[config.mk]
export PLATFORM = sky130hd
export DESIGN_NAME = manchester_run_decoder
export DESIGN_NICKNAME = d
export VERILOG_FILES = /design/src/rtl/mrd_pkg.sv /design/src/rtl/mrd_run_counter.sv /design/src/rtl/mrd_run_classifier.sv /design/src/rtl/mrd_phase_ctrl.sv /design/src/rtl/manchester_run_decoder.sv
export SDC_FILE = /design/constraint.sdc
export NUM_CORES = 1
export LEC_CHECK = 0
export BUFFER_PORTS_ARGS = -buffer_cell sky130_fd_sc_hd__buf_2
export CAP_MARGIN = 5
export CORE_MARGIN = 2
export CORE_UTILIZATION = 45
export DETAILED_ROUTE_END_ITERATION = 8
export PLACE_DENSITY_LB_ADDON = 0.12
export SYNTH_ARGS = -nofsm -noshare
export SYNTH_HDL_FRONTEND = slang
export SYNTH_SLANG_ARGS = --single-unit
[constraint.sdc]
create_clock -name clk -period 3.3 [get_ports clk]
set_clock_uncertainty 0.1 [all_clocks]
set_input_delay 0.66 -clock clk [delete_from_list [all_inputs] [get_ports clk]]
set_output_delay 0.66 -clock clk [all_outputs]
set_load 0.005 [all_outputs]
[src/rtl/mrd_pkg.sv]
package mrd_pkg;

  typedef enum logic [1:0] {
    RUN_INVALID = 2'd0,
    RUN_SHORT   = 2'd1,
    RUN_LONG    = 2'd2
  } runClass_e;

  // Datapath -> control: one completed run per pulse of done
  typedef struct packed {
    logic      done;
    runClass_e cls;
    logic      rising;   // direction of the edge that closed the run
  } runEvt_t;

  // Control -> datapath strobes
  typedef struct packed {
    logic restart;
  } ctrlStb_t;

  typedef enum logic [1:0] {
    PH_HUNT = 2'd0,   // bit phase unknown
    PH_MID  = 2'd1,   // last edge was mid-cell
    PH_EDGE = 2'd2    // last edge was on a cell boundary
  } phase_e;

endpackage

[src/rtl/mrd_run_counter.sv]
module mrd_run_counter
  import mrd_pkg::*;
#(
  parameter int CNT_MAX = 12,
  parameter int CNT_W   = 4
) (
  input  logic             clk,
  input  logic             rstN,
  input  logic             sampleStb,
  input  logic             sampleIn,
  input  ctrlStb_t         ctrl,
  output logic             runDone,
  output logic             runRising,
  output logic [CNT_W-1:0] runLen
);

  localparam logic [CNT_W-1:0] SAT = CNT_W'(CNT_MAX);
  localparam logic [CNT_W-1:0] ONE = CNT_W'(1);

  logic             lastLevel;
  logic             haveEdge;
  logic [CNT_W-1:0] cntQ;
  logic             edgeSeen;

  assign edgeSeen  = sampleStb && (sampleIn != lastLevel);
  // a run is only complete if its start edge was seen too
  assign runDone   = edgeSeen && haveEdge && !ctrl.restart;
  assign runRising = sampleIn;
  assign runLen    = cntQ;

  always_ff @(posedge clk) begin
    if (!rstN) begin
      lastLevel <= 1'b0;
      haveEdge  <= 1'b0;
      cntQ      <= '0;
    end else begin
      if (sampleStb) lastLevel <= sampleIn;
      if (ctrl.restart) begin
        haveEdge <= 1'b0;
        cntQ     <= '0;
      end else if (edgeSeen) begin
        haveEdge <= 1'b1;
        cntQ     <= ONE;
      end else if (sampleStb && haveEdge && (cntQ != SAT)) begin
        cntQ <= cntQ + ONE;
      end
    end
  end

endmodule

[src/rtl/mrd_run_classifier.sv]
module mrd_run_classifier
  import mrd_pkg::*;
#(
  parameter int OVERSAMPLE = 9,
  parameter int CNT_W      = 4
) (
  input  logic [CNT_W-1:0] runLen,
  output runClass_e        cls
);

  // quarter-tolerance windows, computed in eighths to stay integral
  localparam int SHORT_MIN = (3 * OVERSAMPLE + 7) / 8;
  localparam int SHORT_MAX = (5 * OVERSAMPLE) / 8;
  localparam int LONG_MIN  = (3 * OVERSAMPLE + 3) / 4;
  localparam int LONG_MAX  = (5 * OVERSAMPLE) / 4;

  localparam logic [CNT_W-1:0] S_LO = CNT_W'(SHORT_MIN);
  localparam logic [CNT_W-1:0] S_HI = CNT_W'(SHORT_MAX);
  localparam logic [CNT_W-1:0] L_LO = CNT_W'(LONG_MIN);
  localparam logic [CNT_W-1:0] L_HI = CNT_W'(LONG_MAX);

  logic isShort;
  logic isLong;

  assign isShort = (runLen >= S_LO) && (runLen <= S_HI);
  assign isLong  = (runLen >= L_LO) && (runLen <= L_HI);

  always_comb begin
    if (isShort)     cls = RUN_SHORT;
    else if (isLong) cls = RUN_LONG;
    else             cls = RUN_INVALID;
  end

endmodule

[src/rtl/mrd_phase_ctrl.sv]
module mrd_phase_ctrl
  import mrd_pkg::*;
#(
  parameter bit RISE_IS_ONE = 1'b1
) (
  input  logic     clk,
  input  logic     rstN,
  input  runEvt_t  evt,
  input  logic     resync,
  output ctrlStb_t ctrl,
  output logic     bitValid,
  output logic     bitData,
  output logic     violation
);

  phase_e phaseQ, phaseN;
  logic   emit;
  logic   viol;
  logic   edgeBit;

  assign ctrl.restart = resync;

  generate
    if (RISE_IS_ONE) begin : g_riseOne
      assign edgeBit = evt.rising;
    end else begin : g_riseZero
      assign edgeBit = !evt.rising;
    end
  endgenerate

  always_comb begin
    phaseN = phaseQ;
    emit   = 1'b0;
    viol   = 1'b0;
    if (resync) begin
      phaseN = PH_HUNT;
    end else if (evt.done) begin
      unique case (evt.cls)
        RUN_LONG: begin
          if (phaseQ == PH_EDGE) begin
            viol   = 1'b1;
            phaseN = PH_HUNT;
          end else begin
            emit   = 1'b1;
            phaseN = PH_MID;
          end
        end
        RUN_SHORT: begin
          unique case (phaseQ)
            PH_HUNT: phaseN = PH_HUNT;
            PH_MID:  phaseN = PH_EDGE;
            PH_EDGE: begin
              emit   = 1'b1;
              phaseN = PH_MID;
            end
            default: phaseN = PH_HUNT;
          endcase
        end
        default: begin
          viol   = 1'b1;
          phaseN = PH_HUNT;
        end
      endcase
    end
  end

  always_ff @(posedge clk) begin
    if (!rstN) begin
      phaseQ    <= PH_HUNT;
      bitValid  <= 1'b0;
      bitData   <= 1'b0;
      violation <= 1'b0;
    end else begin
      phaseQ    <= phaseN;
      bitValid  <= emit;
      violation <= viol;
      if (emit) bitData <= edgeBit;
    end
  end

endmodule

[src/rtl/manchester_run_decoder.sv]
module manchester_run_decoder
  import mrd_pkg::*;
#(
  parameter int OVERSAMPLE  = 9,
  parameter bit RISE_IS_ONE = 1'b1
) (
  input  logic clk,
  input  logic rstN,
  input  logic sampleStb,
  input  logic sampleIn,
  input  logic resync,
  output logic bitValid,
  output logic bitData,
  output logic violation
);

  localparam int LONG_MAX = (5 * OVERSAMPLE) / 4;
  localparam int CNT_MAX  = LONG_MAX + 1;
  localparam int CNT_W    = $clog2(CNT_MAX + 1);

  ctrlStb_t         ctrl;
  runEvt_t          evt;
  logic             runDone;
  logic             runRising;
  logic [CNT_W-1:0] runLen;
  runClass_e        runCls;

  mrd_run_counter #(
    .CNT_MAX(CNT_MAX),
    .CNT_W  (CNT_W)
  ) i_runCounter (
    .clk      (clk),
    .rstN     (rstN),
    .sampleStb(sampleStb),
    .sampleIn (sampleIn),
    .ctrl     (ctrl),
    .runDone  (runDone),
    .runRising(runRising),
    .runLen   (runLen)
  );

  mrd_run_classifier #(
    .OVERSAMPLE(OVERSAMPLE),
    .CNT_W     (CNT_W)
  ) i_runClassifier (
    .runLen(runLen),
    .cls   (runCls)
  );

  assign evt.done   = runDone;
  assign evt.cls    = runCls;
  assign evt.rising = runRising;

  mrd_phase_ctrl #(
    .RISE_IS_ONE(RISE_IS_ONE)
  ) i_phaseCtrl (
    .clk      (clk),
    .rstN     (rstN),
    .evt      (evt),
    .resync   (resync),
    .ctrl     (ctrl),
    .bitValid (bitValid),
    .bitData  (bitData),
    .violation(violation)
  );

endmodule

# After elaboration in Yosys (flattened, before gate mapping)
# Index checks and enable logic that the tools add are counted.
[totals] word_cells=46 in_bits=5 regBits=11
[op_classes] reduce_logical=12 magnitude_cmp=4 bitwise=2 n_mux=13 n_addsub=1 eq_ne=6
[ops] cell=">= comparator 4 x 3 -> 1 bit, second input constant" count=2
[ops] cell="case mux 2 bit (2 select lines)" count=2
[ops] cell="logical AND 1 bit" count=7
[ops] cell="2-to-1 mux 1 bit" count=7
[ops] cell="OR reduction 3 bit" count=2
[ops] cell="adder 4 x 1 -> 4 bit, second input constant" count=1
[ops] cell="== test 2 x 1 -> 1 bit, second input constant" count=2
[ops] cell="== test 2 bit, second input constant" count=2
[ops] cell="<= comparator 4 x 3 -> 1 bit, second input constant" count=1
[ops] cell="<= comparator 4 bit, second input constant" count=1
[ops] cell="2-to-1 mux 2 bit" count=2
[ops] cell="inequality test 4 bit, second input constant" count=1
[ops] cell="case mux 1 bit (2 select lines)" count=2
[ops] cell="NOT 1 bit" count=2
[ops] cell="nonzero test 2 bit" count=1
[ops] cell="OR reduction 2 bit" count=1
[ops] cell="logical NOT 1 bit" count=1
[ops] cell="inequality test 1 bit" count=1

# Longest topological paths before layout
# Gate-level depths: netlist (run 1).
[logic_depth] ltp_word=8 ltp_mapped=6 mapped_depth_nobuf=6

# Modules after synthesis
# Synthesis (run 1) repeated with hierarchy kept, for this count alone.
[hier_totals] hier_cells=76 hier_area_um2=650.6
[by_module_without_submodules] module="mrd_run_counter" area_each_um2=326.6 instances=1 cells_per_inst=39
[by_module_without_submodules] module="mrd_phase_ctrl" area_each_um2=291.5 instances=1 cells_per_inst=32
[by_module_without_submodules] module="mrd_run_classifier" area_each_um2=32.5 instances=1 cells_per_inst=5

# Worst setup path after synthesis (run 1)
# No wires, ideal clock.
[synth_path] path_type="input-to-reg" start="input sampleStb" end="register i_phaseCtrl.bitData" slack_ns=1.622 arrival_ns=1.516 path_stages=5 required_time_ns=3.138 path_cell_list="buf_2 > nand3b_1 > or3_1 > a21o_2 > nand3_1"
[synth_via] elab_chain_cells=5
[synth_rtl] element="start, declared" line="manchester_run_decoder.sv:9" rtl="input logic sampleStb,"
[synth_rtl] element="logical AND 1 bit" line="mrd_run_counter.sv:25" rtl="assign edgeSeen = sampleStb && (sampleIn != lastLevel);"
[synth_rtl] element="logical AND 1 bit (2 in series)" line="mrd_run_counter.sv:27" rtl="assign runDone = edgeSeen && haveEdge && !ctrl.restart;"
[synth_rtl] element="2-to-1 mux 1 bit" line="mrd_phase_ctrl.sv:37" rtl="end else if (evt.done) begin"
[synth_rtl] element="2-to-1 mux 1 bit" line="mrd_phase_ctrl.sv:35" rtl="if (resync) begin"
[synth_rtl] element="end signal, assigned" line="mrd_phase_ctrl.sv:77" rtl="if (emit) bitData <= edgeBit;"
[synth_rtl] element="end, declared" line="mrd_phase_ctrl.sv:12" rtl="output logic bitData,"
# Every way passes these cells.
# A chain may end at the register's enable or synchronous reset.

# Worst setup path in the final report (run 1)
[layout_path] start="register i_runCounter.cntQ[0] (netlist: i_runCounter.runLen[0])" end="register i_phaseCtrl.phaseQ[0]"
[layout_via] elab_chain_cells=6
[layout_rtl] element="start, declared" line="mrd_run_counter.sv:22" rtl="logic [CNT_W-1:0] cntQ;"
[layout_rtl] element="start signal, assigned" line="mrd_run_counter.sv:45" rtl="cntQ <= cntQ + ONE;"
[layout_rtl] element=">= comparator 4 x 3 -> 1 bit / <= comparator 4 bit (equally long branches)" line="mrd_run_classifier.sv:26" rtl="assign isLong = (runLen >= L_LO) && (runLen <= L_HI);"
[layout_rtl] element="logical AND 1 bit" line="mrd_run_classifier.sv:26"
[layout_rtl] element="2-to-1 mux 2 bit" line="mrd_run_classifier.sv:30" rtl="else if (isLong) cls = RUN_LONG;"
[layout_rtl] element="2-to-1 mux 2 bit (*)" line="mrd_run_classifier.sv:29" rtl="if (isShort) cls = RUN_SHORT;"
[layout_rtl] element="== test 2 x 1 -> 1 bit / == test 2 bit (equally long branches)" line="mrd_phase_ctrl.sv:38" rtl="unique case (evt.cls)"
[layout_rtl] element="case mux 2 bit (2 select lines) (*)" line="mrd_phase_ctrl.sv:38"
[layout_rtl] element="end signal, assigned" line="mrd_phase_ctrl.sv:74" rtl="phaseQ <= phaseN;"
[layout_rtl] element="end, declared" line="mrd_phase_ctrl.sv:16" rtl="phase_e phaseQ, phaseN;"
# Every way passes the cells marked *; elsewhere a longest branch is shown, timed or not.

==> metrics.md, run 1 <==
| Metric | Value |
|---|---|
| Layout Nets | `88` |
| Post-synth EDFFs | `0` |
| Largest net degree at the start of global routing | `9` |
| Port bufs | `7` |
| Post-Route Utilization | `53.5%` |
| Post-CTS Resized | `0` |
| Congestion Overflow GR | `0` |
| Reg clk slew, reported paths | `0.07 ns` |
| Slowest cell on crit path | `dfxtp_1` |
| Synth top cells by count | `dfxtp_1 (11), nor2_1 (9), nand2_1 (4), nand4_1 (4)` |
| CTS tree | `built` |
| Final worst path period share | `51.7%` |
| Clk pwr share | `37.5%` |
| Die width | `40.9 um` |
| Synth Register Bits | `11` |
| Critical path data required time | `3.40 ns` |
| Slew Limit Headroom | `80.6%` |
| Distinct cells, synth | `30` |
| Crit path capture type | `register` |
| Worst EP arrival | `1.80 ns` |
| Top cells by area, synth | `dfxtp_1 (36%), ha_1 (6.1%), nor2_1 (5.5%)` |
| Post-CTS setup buffer count | `0` |
| Worst Max-Slew Pin Slew | `0.288 ns` |
| Final Wtd Congestion | `0.758` |
| Status | `finished, final reports clean` |
| Total Wirelength | `1070 um` |
| All-Layer GR Usage | `16.3%` |
| DRT iter0 DRCs | `15` |
| RSZ-0062 raised after global routing | `false` |
| Async S/R FF share, synth | `0%` |
| Hpwl dp | `817 um` |
| Die area | `1670 sq um` |
| P_int | `190 uW` |
| Core area | `1280 sq um` |
| Combinational share of power | `7.7%` |
| Initial Util | `47.6%` |
| Number of clock buffers inserted by TritonCTS | `3` |
| Setup violations, final | `0` |
| Synthesized area per cell | `8.87 sq um` |
| Die Y | `40.9 um` |
| Antenna diode count | `0` |
| Vias in the first global route | `397` |
| # DRC | `0` |
| Switching part of the total | `24.1%` |
| Via count | `495` |
| Setup WS pre-CTS | `1.55 ns` |
| Sequential share of power | `54.8%` |
| Crit-path cells | `inv_1 -> ha_1 -> nor2_1 -> nand4_1 -> and3_4 -> a211oi_2` |
| Worst Path Buf+Inv | `1` |
| Area leader, netlist | `dfxtp_1` |
| Clock buffer depth | `2` |
| Area grow syn2layout | `12.3%` |
| Routed Antenna Nets | `0` |
| H-tree depth | `1` |
| # hold bufs at CTS | `0` |
| Fin. max-slew vios | `0` |
| Drt pass-1 iters | `3` |
| Leak pwr | `0.000267 uW` |
| Row cnt | `13` |
| Final Hold Vio Count | `0` |
| Clock Sink Count | `11` |
| Antenna violations before repair | `0` |
| Min cycle time layout | `1.71 ns` |
| Crit Path Max Fanout | `4` |
| Clk Latency, worst-skew pair | `0.27 ns` |
| FF+latch area | `220 sq um` |
| CTS root buf | `clkbuf_4` |
| Crit Path Class | `register to register` |
| Post-DR vias/cell | `5.27` |
| Share of layout cells above drive strength 1 | `21.5%` |
| Mapped Nets | `77` |
| Max-Cap Viols | `0` |
| Io pins | `8` |
| Pwr dens | `364 nW/um^2` |
| NetSw | `60.2 uW` |
| Syn. warnings | `0` |
| Post-synthesis sequential area ratio | `36.0%` |
| Post-route setup TNS | `0 ns` |
| Area of the multi-input gates | `375 sq um` |
| Top-area cell type share of the netlist area | `36.0%` |
| Hold WS | `0.429 ns` |
| Worst path max stage delay | `0.38 ns` |
| Most frequent cell after synthesis | `dfxtp_1` |
| DR WL/cell | `11.4 um` |
| Cells after Synth | `69` |
| Setup WS post-layout | `1.59 ns` |
| First-pass GRT wire length | `1640 um` |
| Hold Crit Class | `register to register` |
| Fmax | `0.586 GHz` |
| Post-synthesis cell area | `612 sq um` |
| Crit path max-delay family | `simple AND/OR/NAND/NOR gates` |
| Max IR drop VDD | `0.257 mV` |
| Crit start category | `register` |
| Synth Flop Type | `dfxtp_1` |
| # fillers | `122` |
[layer usage]
| layer | wire [um] | track usage [%] | share of wire, % |
|---|---|---|---|
| met1 | 523 | 18.8 | 49 |
| met2 | 479 | 22.7 | 45 |
| met3 | 50 | 9.78 | 4.7 |
| met4 | 17 | 10.0 | 1.6 |
| met5 | 0 | 0 | 0 |
[cells by family after synthesis]
family / count (synthesis) / synth area share (%)
DFF: 11 / 36.0
muxes: 2 / 3.27
adders and majority gates: 3 / 6.14
and+or+nand+nor: 35 / 33.3
buffers and inverters: 4 / 2.66
xor gates and xnor gates: 5 / 7.16
AOI/OAI and AO/OA: 9 / 11.5
[placed cells by master, fill, tap and decap left out, drive strengths merged]
master  count
xor2        3
a21oi       3
nand2b      3
dfxtp      11
nor2b       2
o21ai       1
or2b        1
clkbuf      4
nand4       4
and3        2
nor3b       1
xnor2       2
a21o        1
a211oi      1
nor2        9
a41oi       1
and2b       1
buf         7
ha          3
nand3b      2
a311oi      1
nand3       3
and2        1
o41a        1
nand2       4
inv         3
or3         2
mux2i       2
[final cells by class]
type / instances / share of cell area, %
clock buffer: 4 / 3.83
timing repair buffer: 7 / 5.10
multi-input combinational: 54 / 54.6
tap: 15 / 2.73
sequential: 11 / 32.1
inverter: 3 / 1.64
[flip-flops by register name, indices dropped and copies added (netlist names)]
| register | cells |
|---|---|
| i_phaseCtrl.violation | 1 |
| i_runCounter.runLen | 4 |
| i_runCounter.lastLevel | 1 |
| i_phaseCtrl.bitValid | 1 |
| i_runCounter.haveEdge | 1 |
| i_phaseCtrl.phaseQ | 2 |
| i_phaseCtrl.bitData | 1 |
[power groups by stage]
| stage | Combinational [uW] | Clock, uW | Sequential [uW] |
|---|---|---|---|
| finish | 19.3 | 93.7 | 137 |
| global route | 21.8 | 105 | 137 |
| CTS | 19.4 | 96.1 | 137 |
| detailed placement | 19.3 | 0 | 140 |
| global placement | 19.1 | 0 | 140 |
| floorplan | 13.7 | 0 | 140 |
[final timing paths]
path	from	endpoint	slack, ns	cells past startpoint
worst max-delay path	i_runCounter.runLen[0]	i_phaseCtrl.phaseQ[0]	1.59	6
worst min-delay path	i_phaseCtrl.phaseQ[0]	i_phaseCtrl.phaseQ[0]	0.43	2
worst max register to register	i_runCounter.runLen[0]	i_phaseCtrl.phaseQ[0]	1.59	6
worst min register to register	i_phaseCtrl.phaseQ[0]	i_phaseCtrl.phaseQ[0]	0.43	2
[metrics by stage]
stage	instance area, sq um	power, uW	instances
final	687	250	94
after global routing	687	264	94
after CTS	687	252	94
after detailed placement	661	159	90
after global placement	661	159	90
after floorplan	612	153	69
[worst register-to-register path: cells and delay by family (launching register included)]
family | cells | cell delay, ns
buffers and inverters | 1 | 0.09
AO/OA/AOI/OAI | 1 | 0.20
adder cells (fa/ha/maj) | 1 | 0.21
flip-flops | 1 | 0.38
AND/OR/NAND/NOR | 3 | 0.66
No activity file was read; power rests on OpenSTA's default activity.
==> run 2, diff against run 1 <==
- clock period: 3.3 -> 1.38 ns (I/O delays scaled with it)
==> metrics.md, run 2 (synthesis results as in run 1) <==
| Metric | Value |
|---|---|
| Status | `finished, violations left (was finished, final reports clean)` |
| Failing checks | `negative setup slack` |
| Congestion Overflow GR | `0 (unchanged)` |
| Die area | `1670 sq um (unchanged)` |
| Share of layout cells above drive strength 1 | `39.3% (was 21.5%)` |
| Reg clk slew, reported paths | `0.07 ns (about the same)` |
| Combinational share of power | `11.0% (was 7.7%)` |
| DR WL/cell | `11.3 um (was 11.4 um)` |
| Area grow syn2layout | `31.9% (was 12.3%)` |
| Routed Antenna Nets | `0 (unchanged)` |
| Pwr dens | `766 nW/um^2 (was 364 nW/um^2)` |
| Min cycle time layout | `1.42 ns (was 1.71 ns)` |
| Number of clock buffers inserted by TritonCTS | `3 (unchanged)` |
| Antenna violations before repair | `0 (unchanged)` |
| CTS tree | `built (unchanged)` |
| Clk pwr share | `36.3% (was 37.5%)` |
| Hpwl dp | `932 um (was 817 um)` |
| Crit path capture type | `register (unchanged)` |
| Hold wc startpoint | `rstN (was i_phaseCtrl.phaseQ[0])` |
| Crit Path Max Fanout | `4 (unchanged)` |
| Crit path max-delay family | `simple AND/OR/NAND/NOR gates (unchanged)` |
| Worst path max stage delay | `0.37 ns (was 0.38 ns)` |
| RSZ-0062 raised after global routing | `true (was false)` |
| Largest regs | `i_runCounter.runLen x4, i_phaseCtrl.phaseQ x2 (unchanged)` |
| Final Hold Vio Count | `0 (unchanged)` |
| Initial Util | `47.6% (unchanged)` |
| # fillers | `112 (was 122)` |
| P_int | `467 uW (was 190 uW)` |
| Final Instance Count excl. Fillers | `104 (was 94)` |
| Setup violations, final | `1 (was 0)` |
| Clk Latency, worst-skew pair | `0.27 ns (about the same)` |
| Row cnt | `13 (unchanged)` |
| Via count | `538 (was 495)` |
| Crit-path cells | `inv_4 -> ha_4 -> nor2_4 -> or3_4 -> and3_4 -> a211oi_2 (was inv_1 -> ha_1 -> nor2_1 -> nand4_1 -> and3_4 -> a211oi_2)` |
| Die Y | `40.9 um (unchanged)` |
| Final Wtd Congestion | `0.774 (was 0.758)` |
| Port bufs | `7 (unchanged)` |
| NetSw | `152 uW (was 60.2 uW)` |
| Crit start category | `register (unchanged)` |
| All-Layer GR Usage | `15.6% (was 16.3%)` |
| Fmax | `0.702 GHz (was 0.586 GHz)` |
| Most frequent cells in the layout | `buf_4 (10), dfxtp_1 (9), nor2_1 (7), buf_2 (7) (was dfxtp_1 (11), nor2_1 (9), buf_2 (7))` |
| Clock buffer depth | `2 (unchanged)` |
| Max FFs per register | `4 (unchanged)` |
| Slowest cell on crit path | `dfxtp_4 (was dfxtp_1)` |
| Max-Cap Viols | `0 (unchanged)` |
| # DRC | `0 (unchanged)` |
| Vias in the first global route | `398 (was 397)` |
| Slew Limit Headroom | `78.9% (was 80.6%)` |
| Placed instance count | `99 (was 90)` |
| Crit Reg-Reg Startpoint | `i_runCounter.runLen[0] (unchanged)` |
| Critical path data required time | `1.48 ns (was 3.40 ns)` |
| Crit path launch | `i_runCounter.runLen[0] (unchanged)` |
| Core area | `1280 sq um (unchanged)` |
| Fin. max-slew vios | `0 (unchanged)` |
| Crit Path Class | `register to register (unchanged)` |
| Largest Register | `i_runCounter.runLen (unchanged)` |
| Sequential share of power | `52.8% (was 54.8%)` |
| Total power | `618 uW (was 250 uW)` |
| CTS root buf | `clkbuf_4 (unchanged)` |
| Total Wirelength | `1180 um (was 1070 um)` |
| Worst EP arrival | `1.52 ns (was 1.80 ns)` |
| # hold bufs at CTS | `0 (unchanged)` |
| Post-DR vias/cell | `5.17 (was 5.27)` |
| FF+latch area | `225 sq um (was 220 sq um)` |
| Worst Path Buf+Inv | `1 (unchanged)` |
| Leak pwr | `0.000323 uW (was 0.000267 uW)` |
| Io pins | `8 (unchanged)` |
| Worst Max-Slew Pin Slew | `0.314 ns (was 0.288 ns)` |
| Die width | `40.9 um (unchanged)` |
| DRT iter0 DRCs | `7 (was 15)` |
| Hold WS | `0.195 ns (was 0.429 ns)` |
| Largest net degree at the start of global routing | `8 (was 9)` |
| Setup WS post-layout | `-0.0446 ns (was 1.59 ns)` |
| First-pass GRT wire length | `1610 um (was 1640 um)` |
| Area of the multi-input gates | `410 sq um (was 375 sq um)` |
| Hold Crit Class | `primary input to register (was register to register)` |
| Layout Nets | `98 (was 88)` |
| H-tree depth | `1 (unchanged)` |
| Antenna diode count | `0 (unchanged)` |
| Switching part of the total | `24.5% (was 24.1%)` |
| Flop-to-flop setup slack | `-0.04 ns (was 1.59 ns)` |
| Clock Sink Count | `11 (unchanged)` |
| Most common cell after layout, fill and taps aside | `buf_4 (was dfxtp_1)` |
| Max IR drop VDD | `0.381 mV (was 0.257 mV)` |
| Final worst path period share | `103% (was 51.7%)` |
| Post-Route Utilization | `62.8% (was 53.5%)` |
| Drt pass-1 iters | `4 (was 3)` |
-- run 2: changes by cell type in the layout (fill, tap and decap cells not counted), sizes merged --
cell | previous run | this run
buf | 7 | 17
-- run 2: timing repair --
item                                    4_1_cts  5_1_grt
buffers inserted                              1        0
resized for setup                             0        3
endpoints found under the setup margin        3        4
gates cloned                                  0        0
hold endpoints to repair                      0        0
pin swaps                                     2        2
-- run 2: per-stage QoR --
stage	setup TNS [ns]	setup slack, ns	cell area (sq um)
floorplan	-0.0393	-0.0393	647
global placement	-0.0454	-0.0454	763
detailed placement	-0.0781	-0.0745	763
CTS	-0.0524	-0.0524	797
global route	-0.0693	-0.0684	807
finish	-0.0446	-0.0446	807
-- run 2: worst paths after layout --
kind,cells past startpoint,to
worst max-delay path,6,i_phaseCtrl.phaseQ[0]
worst min-delay path,3,i_phaseCtrl.bitValid
worst min register to register,2,i_phaseCtrl.phaseQ[0]
worst max register to register,6,i_phaseCtrl.phaseQ[0]
-- run 2: cell type report --
class / count / share of cell area (%)
clock buffers: 4 / 3.26
well taps: 15 / 2.33
multi-input cells: 54 / 50.9
repair buffers: 17 / 13.6
inverters: 3 / 2.02
flip-flops and latches: 11 / 27.9
-- run 2: power groups by stage --
stage / combinational [uW] / clock, uW / sequential [uW]
6_report: 67.9 / 224 / 326
5_1_grt: 73.7 / 242 / 327
4_1_cts: 64.4 / 233 / 326
3_5_place_dp: 62.1 / 0 / 334
3_3_place_gp: 61.4 / 0 / 334
2_1_floorplan: 36.3 / 0 / 334
-- run 2: worst register-to-register path, cell delays in order, from the launching register on --
cell and delay [ns]:
dfxtp_4 0.37, inv_4 0.06, ha_4 0.13, nor2_4 0.04, or3_4 0.33, and3_4 0.16, a211oi_2 0.16
-- run 2: layer usage --
metal / vias to the layer above / share of wire [%] / GRT usage [%]
met5: - / 0 / 0
met4: 0 / 2.1 / 10.0
met3: 4 / 2.5 / 3.26
met2: 6 / 48 / 25.0
met1: 242 / 47 / 18.5
li1: 286 / - / -
==> run 3, diff against run 2 <==
- ABC_CLOCK_PERIOD_IN_PS: not set -> 1380
- CORE_UTILIZATION: 45 -> 40
==> metrics.md, run 3 (synthesis results as in run 1) <==
| Metric | Value |
|---|---|
| Final Hold Vio Count | `0 (unchanged)` |
| Flop-to-flop setup slack | `-0.04 ns (about the same)` |
| Pwr dens | `752 nW/um^2 (was 766 nW/um^2)` |
| Area of the multi-input gates | `428 sq um (was 410 sq um)` |
| Setup violations, final | `1 (unchanged)` |
| Most common cell after layout, fill and taps aside | `buf_4 (unchanged)` |
| Share of layout cells above drive strength 1 | `44.4% (was 39.3%)` |
| Layout Nets | `99 (was 98)` |
| CP endpoint | `i_phaseCtrl.phaseQ[0] (unchanged)` |
| Vias in the first global route | `555 (was 398)` |
| FF+latch area | `226 sq um (was 225 sq um)` |
| Core area | `1470 sq um (was 1280 sq um)` |
| Drt pass-1 iters | `4 (unchanged)` |
| Largest regs | `i_runCounter.runLen x4, i_phaseCtrl.phaseQ x2 (unchanged)` |
| Port bufs | `7 (unchanged)` |
| Crit Path Max Fanout | `4 (unchanged)` |
| Max-Cap Viols | `0 (unchanged)` |
| Critical path data required time | `1.48 ns (about the same)` |
| WP depth | `6 (unchanged)` |
| Crit start category | `register (unchanged)` |
| Antenna violations before repair | `0 (unchanged)` |
| Final Wtd Congestion | `0.737 (was 0.774)` |
| Crit-path cells | `inv_4 -> ha_4 -> nor2_4 -> or3_4 -> and3_4 -> a211oi_2 (unchanged)` |
| Number of clock buffers inserted by TritonCTS | `3 (unchanged)` |
| Crit path max-delay family | `simple AND/OR/NAND/NOR gates (unchanged)` |
| Setup WS post-layout | `-0.0385 ns (was -0.0446 ns)` |
| Io pins | `8 (unchanged)` |
| Min cycle time layout | `1.42 ns (about the same)` |
| Most frequent cells in the layout | `buf_4 (11), dfxtp_1 (8), nor2_1 (7), buf_2 (7) (was buf_4 (10), dfxtp_1 (9), nor2_1 (7), buf_2 (7))` |
| Hold WS | `0.194 ns (was 0.195 ns)` |
| Die Y | `43.1 um (was 40.9 um)` |
| Fin. max-slew vios | `0 (unchanged)` |
| DRT iter0 DRCs | `10 (was 7)` |
| Row cnt | `14 (was 13)` |
| Routed Antenna Nets | `0 (unchanged)` |
| First-pass GRT wire length | `2120 um (was 1610 um)` |
| Antenna diode count | `0 (unchanged)` |
| Initial Util | `41.6% (was 47.6%)` |
| # fillers | `144 (was 112)` |
| Clk Latency, worst-skew pair | `0.27 ns (about the same)` |
| Die width | `43.1 um (was 40.9 um)` |
| Total power | `628 uW (was 618 uW)` |
| Slew Limit Headroom | `84.0% (was 78.9%)` |
| Max IR drop VDD | `0.551 mV (was 0.381 mV)` |
| Area grow syn2layout | `36.4% (was 31.9%)` |
| Crit path capture type | `register (unchanged)` |
| Total Wirelength | `1290 um (was 1180 um)` |
| CTS tree | `built (unchanged)` |
| Status | `finished, violations left (unchanged)` |
| Clock Sink Count | `11 (unchanged)` |
| RSZ-0062 raised after global routing | `true (unchanged)` |
| Congestion Overflow GR | `0 (unchanged)` |
| Final worst path period share | `103% (about the same)` |
| CTS root buf | `clkbuf_4 (unchanged)` |
| Hold Crit Class | `primary input to register (unchanged)` |
| Worst EP arrival | `1.52 ns (about the same)` |
| Clock buffer depth | `2 (unchanged)` |
| DR WL/cell | `12.2 um (was 11.3 um)` |
| H-tree depth | `1 (unchanged)` |
| Crit Reg-Reg Startpoint | `i_runCounter.runLen[0] (unchanged)` |
| Leak pwr | `0.000341 uW (was 0.000323 uW)` |
| Crit path launch | `i_runCounter.runLen[0] (unchanged)` |
| Worst Path Buf+Inv | `1 (unchanged)` |
| Die area | `1860 sq um (was 1670 sq um)` |
| Placed instance count | `101 (was 99)` |
| Final Instance Count excl. Fillers | `106 (was 104)` |
| Failing checks | `negative setup slack (unchanged)` |
| Via count | `573 (was 538)` |
| Slowest cell on crit path | `dfxtp_4 (unchanged)` |
| Worst R2R End | `i_phaseCtrl.phaseQ[0] (unchanged)` |
| Crit Path Class | `register to register (unchanged)` |
| R2R depth | `6 (unchanged)` |
| Reg clk slew, reported paths | `0.07 ns (about the same)` |
| Largest net degree at the start of global routing | `8 (unchanged)` |
| Hpwl dp | `964 um (was 932 um)` |
| Post-DR vias/cell | `5.41 (was 5.17)` |
| Max FFs per register | `4 (unchanged)` |
| Largest Register | `i_runCounter.runLen (unchanged)` |
| Setup WS pre-CTS | `-0.0640 ns (was -0.0745 ns)` |
| # DRC | `0 (unchanged)` |
| Worst Max-Slew Pin Slew | `0.238 ns (was 0.314 ns)` |
| All-Layer GR Usage | `15.9% (was 15.6%)` |
| Worst path max stage delay | `0.37 ns (about the same)` |
| Fmax | `0.705 GHz (was 0.702 GHz)` |
[run 3: cell types whose count changed in the layout (fill, tap and decap cells not counted), sizes merged]
cell | before | now
buf | 17 | 18
[run 3: power breakdown]
part | switching, uW | total, uW | internal (uW)
combinational | 36.3 | 73.9 | 37.6
sequential | 5.92 | 327 | 321
clock | 115 | 227 | 112
total | 157 | 628 | 471
[run 3: through the flow]
| stage | setup TNS (ns) | util (%) | area, sq um |
|---|---|---|---|
| after floorplan | -0.0393 | - | 647 |
| after global placement | -0.0469 | 52.5 | 772 |
| after detailed placement | -0.0672 | 52.5 | 772 |
| after CTS | -0.0487 | 54.3 | 798 |
| after global routing | -0.0730 | 56.7 | 835 |
| final | -0.0385 | 56.7 | 835 |
[run 3: worst min-delay path by stage]
stage                          start                endpoint  slack, ns  cells after the start
2_1_floorplan                   rstN  i_runCounter.lastLevel       0.30                      1
3_3_place_gp   i_phaseCtrl.phaseQ[0]   i_phaseCtrl.phaseQ[0]       0.43                      2
3_5_place_dp   i_phaseCtrl.phaseQ[0]   i_phaseCtrl.phaseQ[0]       0.44                      2
4_1_cts                         rstN  i_runCounter.lastLevel       0.19                      2
5_1_grt                         rstN  i_runCounter.lastLevel       0.20                      2
6_report                        rstN  i_runCounter.lastLevel       0.19                      2
[run 3: layout make-up]
type	instances	area share, %
sequential	11	27.1
tap	16	2.40
inverter	3	1.95
clock buffer	4	3.15
timing repair buffer	18	14.1
multi-input combinational	54	51.3
[run 3: repair_timing]
| action | CTS | global route |
|---|---|---|
| buffers inserted | 0 | 1 |
| pin swaps | 2 | 2 |
| gates cloned | 0 | 0 |
| resized for setup | 0 | 7 |
| hold endpoints to repair | 0 | 0 |
| endpoints found under the setup margin | 3 | 6 |
| hold buffers | 0 | 0 |
[run 3: layer usage]
layer,wire [um],part of all wire (%),global-route usage (%),vias up
met5,0,0,0,-
met4,19,1.5,10.9,0
met3,37,2.9,3.83,4
met2,655,51,27.2,9
met1,581,45,16.8,275
li1,-,-,-,285
[run 3: worst register-to-register path, cell delays in order, from the launching register on]
cell and delay [ns]:
dfxtp_4 0.37, inv_4 0.06, ha_4 0.13, nor2_4 0.04
or3_4 0.33, and3_4 0.16, a211oi_2 0.15
